**src/rtl/tick_cmp_pkg.sv**
```systemverilog
package tick_cmp_pkg;

    typedef enum logic [1:0] {
        TMR_TICK = 2'd0,
        TMR_SYS  = 2'd1,
        TMR_HYP  = 2'd2
    } tmr_kind_e;

    localparam int SOFTINT_W  = 17;
    localparam int TICK_BIT   = 0;
    localparam int SYSTIM_BIT = 16;

    function automatic int target_bit(tmr_kind_e kind);
        return (kind == TMR_TICK) ? TICK_BIT : SYSTIM_BIT;
    endfunction

endpackage

```
**src/rtl/tick_counter.sv**
```systemverilog
module tick_counter #(
    parameter int DATA_W = 64
) (
    input  logic                clk,
    input  logic                rst_n,
    input  logic                cnt_en,
    input  logic                cnt_wr,
    input  logic [DATA_W-1:0]   wr_data,
    output logic [DATA_W-2:0]   cnt_o,
    output logic                flag_o,
    output logic                step_o,
    output logic [DATA_W-2:0]   next_o
);
    localparam int CNT_W = DATA_W - 1;

    typedef struct packed {
        logic [CNT_W-1:0] cnt;
        logic             flag;
    } cnt_state_t;

    cnt_state_t st_d, st_q;
    logic [CNT_W-1:0] inc_d;
    logic             step_d;

    always_comb begin
        st_d   = st_q;
        inc_d  = st_q.cnt + CNT_W'(1);
        step_d = cnt_en & ~cnt_wr;
        if (cnt_wr) begin
            st_d.cnt  = wr_data[CNT_W-1:0];
            st_d.flag = wr_data[DATA_W-1];
        end else if (cnt_en) begin
            st_d.cnt = inc_d;
        end
    end

    always_ff @(posedge clk) begin
        if (!rst_n) begin
            st_q.cnt  <= '0;
            st_q.flag <= 1'b1;
        end else begin
            st_q <= st_d;
        end
    end

    assign cnt_o  = st_q.cnt;
    assign flag_o = st_q.flag;
    assign step_o = step_d;
    assign next_o = inc_d;

    // a step advances the count by one
    assert_count_step_R3: assert property (@(posedge clk) disable iff (!rst_n)
        (cnt_en && !cnt_wr) |=> (st_q.cnt == $past(st_q.cnt) + CNT_W'(1)));

    // no enable, no write -> count holds
    assert_count_hold_R3: assert property (@(posedge clk) disable iff (!rst_n)
        (!cnt_en && !cnt_wr) |=> $stable(st_q.cnt));

    // count write loads value and flag
    assert_count_load_R2: assert property (@(posedge clk) disable iff (!rst_n)
        cnt_wr |=> (st_q.cnt == $past(wr_data[CNT_W-1:0]))
                   && (st_q.flag == $past(wr_data[DATA_W-1])));

endmodule

```
**src/rtl/tick_compare.sv**
```systemverilog
module tick_compare #(
    parameter int DATA_W = 64
) (
    input  logic                clk,
    input  logic                rst_n,
    input  logic                lim_wr,
    input  logic [DATA_W-1:0]   wr_data,
    input  logic                step_i,
    input  logic [DATA_W-2:0]   next_i,
    output logic [DATA_W-2:0]   lim_o,
    output logic                dis_o,
    output logic                fire_o
);
    localparam int CNT_W = DATA_W - 1;

    typedef struct packed {
        logic [CNT_W-1:0] lim;
        logic             dis;
        logic             armed;
    } cmp_state_t;

    cmp_state_t st_d, st_q;
    logic       fire_d;

    always_comb begin
        st_d   = st_q;
        fire_d = st_q.armed & step_i & ~lim_wr & (next_i >= st_q.lim);
        if (lim_wr) begin
            st_d.lim   = wr_data[CNT_W-1:0];
            st_d.dis   = wr_data[DATA_W-1];
            st_d.armed = ~wr_data[DATA_W-1] & (|wr_data[CNT_W-1:0]);
        end else if (fire_d) begin
            st_d.armed = 1'b0;
        end
    end

    always_ff @(posedge clk) begin
        if (!rst_n) begin
            st_q.lim   <= '0;
            st_q.dis   <= 1'b1;
            st_q.armed <= 1'b0;
        end else begin
            st_q <= st_d;
        end
    end

    assign lim_o  = st_q.lim;
    assign dis_o  = st_q.dis;
    assign fire_o = fire_d;

    // disable flag on write leaves nothing armed
    assert_disable_cancels_R7: assert property (@(posedge clk) disable iff (!rst_n)
        (lim_wr && wr_data[DATA_W-1]) |=> !st_q.armed);

    // zero compare value leaves nothing armed
    assert_zero_cancels_R7: assert property (@(posedge clk) disable iff (!rst_n)
        (lim_wr && wr_data[CNT_W-1:0] == '0) |=> !st_q.armed);

    // a match disarms until the next write
    assert_one_shot_R8: assert property (@(posedge clk) disable iff (!rst_n)
        fire_d |=> !st_q.armed);

    // compare register loads both fields
    assert_limit_load_R4: assert property (@(posedge clk) disable iff (!rst_n)
        lim_wr |=> (st_q.lim == $past(wr_data[CNT_W-1:0]))
                   && (st_q.dis == $past(wr_data[DATA_W-1])));

endmodule

```
**src/rtl/tick_irq_route.sv**
```systemverilog
module tick_irq_route #(
    parameter int SET_W = 17,
    parameter int TGT   = 0
) (
    input  logic             clk,
    input  logic             rst_n,
    input  logic             fire_i,
    output logic [SET_W-1:0] set_o
);
    localparam logic [SET_W-1:0] TGT_MASK = SET_W'(1) << TGT;

    typedef struct packed {
        logic [SET_W-1:0] set;
    } route_state_t;

    route_state_t st_d, st_q;

    always_comb begin
        st_d.set = fire_i ? TGT_MASK : '0;
    end

    always_ff @(posedge clk) begin
        if (!rst_n) begin
            st_q.set <= '0;
        end else begin
            st_q <= st_d;
        end
    end

    assign set_o = st_q.set;

    // pulse touches only the target bit
    assert_target_bit_R9: assert property (@(posedge clk) disable iff (!rst_n)
        $onehot0(set_o) && ((set_o & ~TGT_MASK) == '0));

endmodule

```
**src/rtl/tick_cmp_timer.sv**
```systemverilog
module tick_cmp_timer
    import tick_cmp_pkg::*;
#(
    parameter int        DATA_W = 64,
    parameter tmr_kind_e KIND   = TMR_TICK
) (
    input  logic                 clk,
    input  logic                 rst_n,
    input  logic                 cnt_en,
    input  logic                 cnt_wr,
    input  logic                 lim_wr,
    input  logic [DATA_W-1:0]    wr_data,
    output logic [DATA_W-1:0]    cnt_rd_data,
    output logic [DATA_W-1:0]    lim_rd_data,
    output logic [SOFTINT_W-1:0] softint_set
);
    localparam int CNT_W = DATA_W - 1;
    localparam int TGT   = target_bit(KIND);

    logic [CNT_W-1:0] cnt_w, next_w, lim_w;
    logic             flag_w, step_w, dis_w, fire_w;

    tick_counter #(.DATA_W(DATA_W)) u_cnt (
        .clk     (clk),
        .rst_n   (rst_n),
        .cnt_en  (cnt_en),
        .cnt_wr  (cnt_wr),
        .wr_data (wr_data),
        .cnt_o   (cnt_w),
        .flag_o  (flag_w),
        .step_o  (step_w),
        .next_o  (next_w)
    );

    tick_compare #(.DATA_W(DATA_W)) u_cmp (
        .clk     (clk),
        .rst_n   (rst_n),
        .lim_wr  (lim_wr),
        .wr_data (wr_data),
        .step_i  (step_w),
        .next_i  (next_w),
        .lim_o   (lim_w),
        .dis_o   (dis_w),
        .fire_o  (fire_w)
    );

    tick_irq_route #(.SET_W(SOFTINT_W), .TGT(TGT)) u_route (
        .clk    (clk),
        .rst_n  (rst_n),
        .fire_i (fire_w),
        .set_o  (softint_set)
    );

    assign cnt_rd_data = {flag_w, cnt_w};
    assign lim_rd_data = {dis_w, lim_w};

    // a pulse never lasts two cycles
    assert_pulse_single_R8: assert property (@(posedge clk) disable iff (!rst_n)
        (softint_set != '0) |=> (softint_set == '0));

    // a compare write cycle produces no pulse next cycle
    assert_write_suppress_R10: assert property (@(posedge clk) disable iff (!rst_n)
        lim_wr |=> (softint_set == '0));

    // a pulse only follows a counting cycle
    assert_pulse_on_step_R5: assert property (@(posedge clk) disable iff (!rst_n)
        (softint_set != '0) |-> $past(cnt_en && !cnt_wr));

endmodule

```
**config.mk**
```make
export PLATFORM = sky130hd
export DESIGN_NAME = tick_cmp_timer
export DESIGN_NICKNAME = d
export VERILOG_FILES = /design/src/rtl/tick_cmp_pkg.sv /design/src/rtl/tick_counter.sv /design/src/rtl/tick_compare.sv /design/src/rtl/tick_irq_route.sv /design/src/rtl/tick_cmp_timer.sv
export SDC_FILE = /design/constraint.sdc
export NUM_CORES = 1
export LEC_CHECK = 0
export ABC_AREA = 1
export BUFFER_PORTS_ARGS = -buffer_cell sky130_fd_sc_hd__buf_2
export CAP_MARGIN = 20
export CORE_ASPECT_RATIO = 0.9
export CORE_MARGIN = 3
export CORE_UTILIZATION = 30
export DETAILED_ROUTE_END_ITERATION = 10
export SYNTH_ARGS = -nofsm -noshare
export SYNTH_HDL_FRONTEND = slang
export SYNTH_SLANG_ARGS = --single-unit
```
**constraint.sdc**
```tcl
create_clock -name clk -period 3.15 [get_ports clk]
set_input_delay 0.1575 -clock clk [delete_from_list [all_inputs] [get_ports clk]]
set_output_delay 0.1575 -clock clk [all_outputs]
set_load 0.02 [all_outputs]
```
==> qor.yml <==
setup_viol: 1
place_ws_ns: -0.2839
timing.fmax_ghz: 0.3168
ff2ff_setup_slack_ns: -0.006
row_count: 60
pwr-share-comb_pct: 23.2
dpl-instance-area_mm2: 0.01158
cts_sinks: 130
critical_path_class: "flip-flop to flip-flop"
syn_area_mm2: 0.009390
seq_area_frac_synth_pct: 27.71
cts.path.max_buffers: 2
antenna_found_initial: 0
ys.flop_type: "dfxtp_1"
pwr-share-seq_pct: 33.5
numCtsBuffers: 17
ant_nets: 0
worstHoldPathType: "input port to flip-flop"
reg2regPathDepth: 20
syn_area_per_cell_um2: 6.746
multiInputGateArea_mm2: 0.005824
synth_top_cell_area_share_pct: 27.71
end_kind: "flip-flop"
period_share_pct: 100.2
antennaDiodeCount: 0
ir_worst_vdd_v: 0.0003908
io-pin-count: 214
drive_gt1_share_pct: 32.71
clock-root-buffer: "clkbuf_16"
outcome: "finished, violations left"
first_iter_violations: 626
synth_cell_types: 48
nets: 1835
gp_congestion: 1.027
io_buffers: 197
die_area_mm2: 0.03346
synth_seq_cells: 130
finalSetupTns_ns: -0.006446
drcViolationCount: 0
critical_path_arrival_ns: 3.46
wl_per_cell_um: 18.12
track_usage_pct: 22.67
grt_overflow_total: 0
yosysMostFrequentCell: "nand2_1"
finalClockSkew_ns: 0.01193
netlist_top_cells_count: "325 x nand2_1, 155 x inv_1, 130 x dfxtp_1"
violations: "negative setup slack"
drv_cap: 0
whs_ns: 0.01810
cts_tree: "done"
cpMaxStageDelayCell: "or3_4"
cp-startpoint: "u_cnt.cnt_o[1]$_SDFFE_PN0P_"
slew_violations: 0
area_delta_synth_final_pct: 36.78
p_int_mw: 3.750
worstSkewPairLatency_ns: 0.44
fin_cells: 2118
ys.warnings.count: 0
crit_chain: "ha_4, nand2_4, nor2_8, nand2_4, or3_4, buf_4, nor2_1, nand2_1, and2_1, ha_4, nand4_1, nor3_2, buf_4, nand4_1, nor2_2, nand2_1, nand2_1, nand2_2, nand2_1, a21oi_1"
fill_cells: 3263
dp_hpwl_mm: 30.99
switching_power_mw: 1.720
power.density_mw_per_mm2: 425.8
min_period_ns: 3.156
drt_pass1_iterations: 7
swShare_pct: 31.44
cp-start-kind: "flip-flop"
die_w_um: 192.5
synth-edff-count: 0
fin_ws_ns: -0.006446
placedCellCount: 2065
synthArstFlopShare_pct: 0
tightestPinTransition_ns: 0.8094
cp_common_cell: "nand2_1"
timing.slew.headroom_pct: 46.04
core_mm2: 0.03033
wl_mm: 38.39
viasPerCell: 4.819
cts_max_level: 4
cp-endpoint: "u_cmp.st_q[0]$_SDFFE_PN0P_"
num_vias: 10207
final-seq-area_mm2: 0.002624
rsz0062_at_grt: "true"
initial_core_util_pct: 30.96
rr_endpoint: "u_cmp.st_q[0]$_SDFFE_PN0P_"
cpPeakStageDelay_ns: 0.42
clk_pin_slew_ns: 0.07
synth_area_leader_cell: "dfxtp_1"
grt_pass1_vias: 9915
r2r-start: "u_cnt.cnt_o[1]$_SDFFE_PN0P_"
grt_pass1_wl_mm: 58.11
power_mw: 5.469
crit_fanout: 3
final_util_pct: 42.35
crit_required_ns: 3.45
p_leak_nw: 6.232
final_area_mm2: 0.01284
synth_cells: 1392
grt_max_degree: 67
hold_viol: 0
synth_area_leaders: "dfxtp_1 28%, nand2_1 13%, ha_1 8.5%"
power_frac_clock_pct: 43.3
die_y_um: 173.8
worst min path at each step:
stage                 from                      endpoint  cells past startpoint
2_1_floorplan  wr_data[63]     u_cnt.flag_o$_SDFFE_PN1P_                      2
3_3_place_gp   wr_data[63]     u_cnt.flag_o$_SDFFE_PN1P_                      3
4_1_cts        wr_data[19]  u_cnt.cnt_o[19]$_SDFFE_PN0P_                      3
3_5_place_dp   wr_data[63]     u_cnt.flag_o$_SDFFE_PN1P_                      3
5_1_grt        wr_data[12]  u_cnt.cnt_o[12]$_SDFFE_PN0P_                      3
6_report       wr_data[11]  u_cnt.cnt_o[11]$_SDFFE_PN0P_                      3
power by group through the flow:
stage                     clock network [mW]  logic, mW  registers [mW]
after floorplan                            0      0.695            1.93
after global placement                     0       1.20            1.86
after detailed placement                   0       1.21            1.86
after CTS                               2.40       1.24            1.83
after global routing                    2.48       1.39            1.85
final                                   2.37       1.27            1.83
worst max-delay path, delay by kind of cell, from the launching register on:
| family | cells | cell delay [ns] |
|---|---|---|
| and+or+nand+nor | 15 | 1.88 |
| adders and majority gates | 2 | 0.44 |
| DFF | 1 | 0.36 |
| buffers and inverters | 2 | 0.32 |
| AOI/OAI and AO/OA | 1 | 0.05 |
per-layer routing:
metal | part of all wire [%] | routed length (um) | up-vias | GRT usage [%]
met3 | 6.1 | 2357 | 37 | 4.751
li1 | - | - | 5109 | -
met5 | 0 | 0 | - | 0
met2 | 43 | 16510 | 284 | 34.16
met4 | 1.8 | 689 | 0 | 5.038
met1 | 49 | 18830 | 4777 | 33.07
cell type report:
| cell class | instances | area share, % |
|---|---|---|
| clock buffers | 19 | 3.527 |
| clock inverters | 13 | 1.802 |
| inverters | 163 | 4.764 |
| multi-input cells | 987 | 45.35 |
| flip-flops and latches | 130 | 20.43 |
| well taps | 403 | 3.926 |
| repair buffers | 403 | 20.20 |
sequential cells by signal, summed over array words and instances, names as in the netlist:
register	count
u_cmp.lim_o	63
u_cnt.flag_o	1
u_cmp.st_q	1
u_cmp.dis_o	1
u_cnt.cnt_o	63
u_route.set_o	1
placed cells by master, fill, tap and decap left out, types with 3 or more instances in the layout:
cell type        n
nand2_2         19
xnor2_1          7
conb_1          16
ha_4             4
a21oi_1        112
nand2_4          4
nor3_2           9
inv_2           10
a31oi_1         32
xor2_1          35
nand2_1        311
dfxtp_2         17
a21o_1           4
nor2_1          85
nor3_4           4
dlygate4sd3_1   12
nor4_1          16
clkbuf_16       17
xor2_2           4
inv_1          153
a22oi_1         30
a21oi_2          4
nor2_4          17
dfxtp_1        113
nor2_2          28
nand4_1         31
ha_1            60
clkinv_4         3
nor3_1          11
o21ai_0         69
nand3_1         40
buf_2          197
o21bai_1         3
and2_1           8
bufinv_16        6
buf_4          190
cell families after synthesis:
family | synth area share [%]
AO/OA/AOI/OAI | 15.66
XOR/XNOR | 4.544
adder cells (fa/ha/maj) | 8.528
buffers and inverters | 14.90
flip-flops | 27.71
other | 0.03994
AND/OR/NAND/NOR | 28.62
what timing repair did:
| item | CTS | global route |
|---|---|---|
| resized for setup | 28 | 80 |
| pin swaps | 3 | 24 |
| setup endpoints to repair | 2 | 2 |
| endpoints found under the hold margin | 12 | 0 |
| hold buffers | 12 | 0 |
| setup buffers | 1 | 8 |
Power figures use the tool's default switching activity.
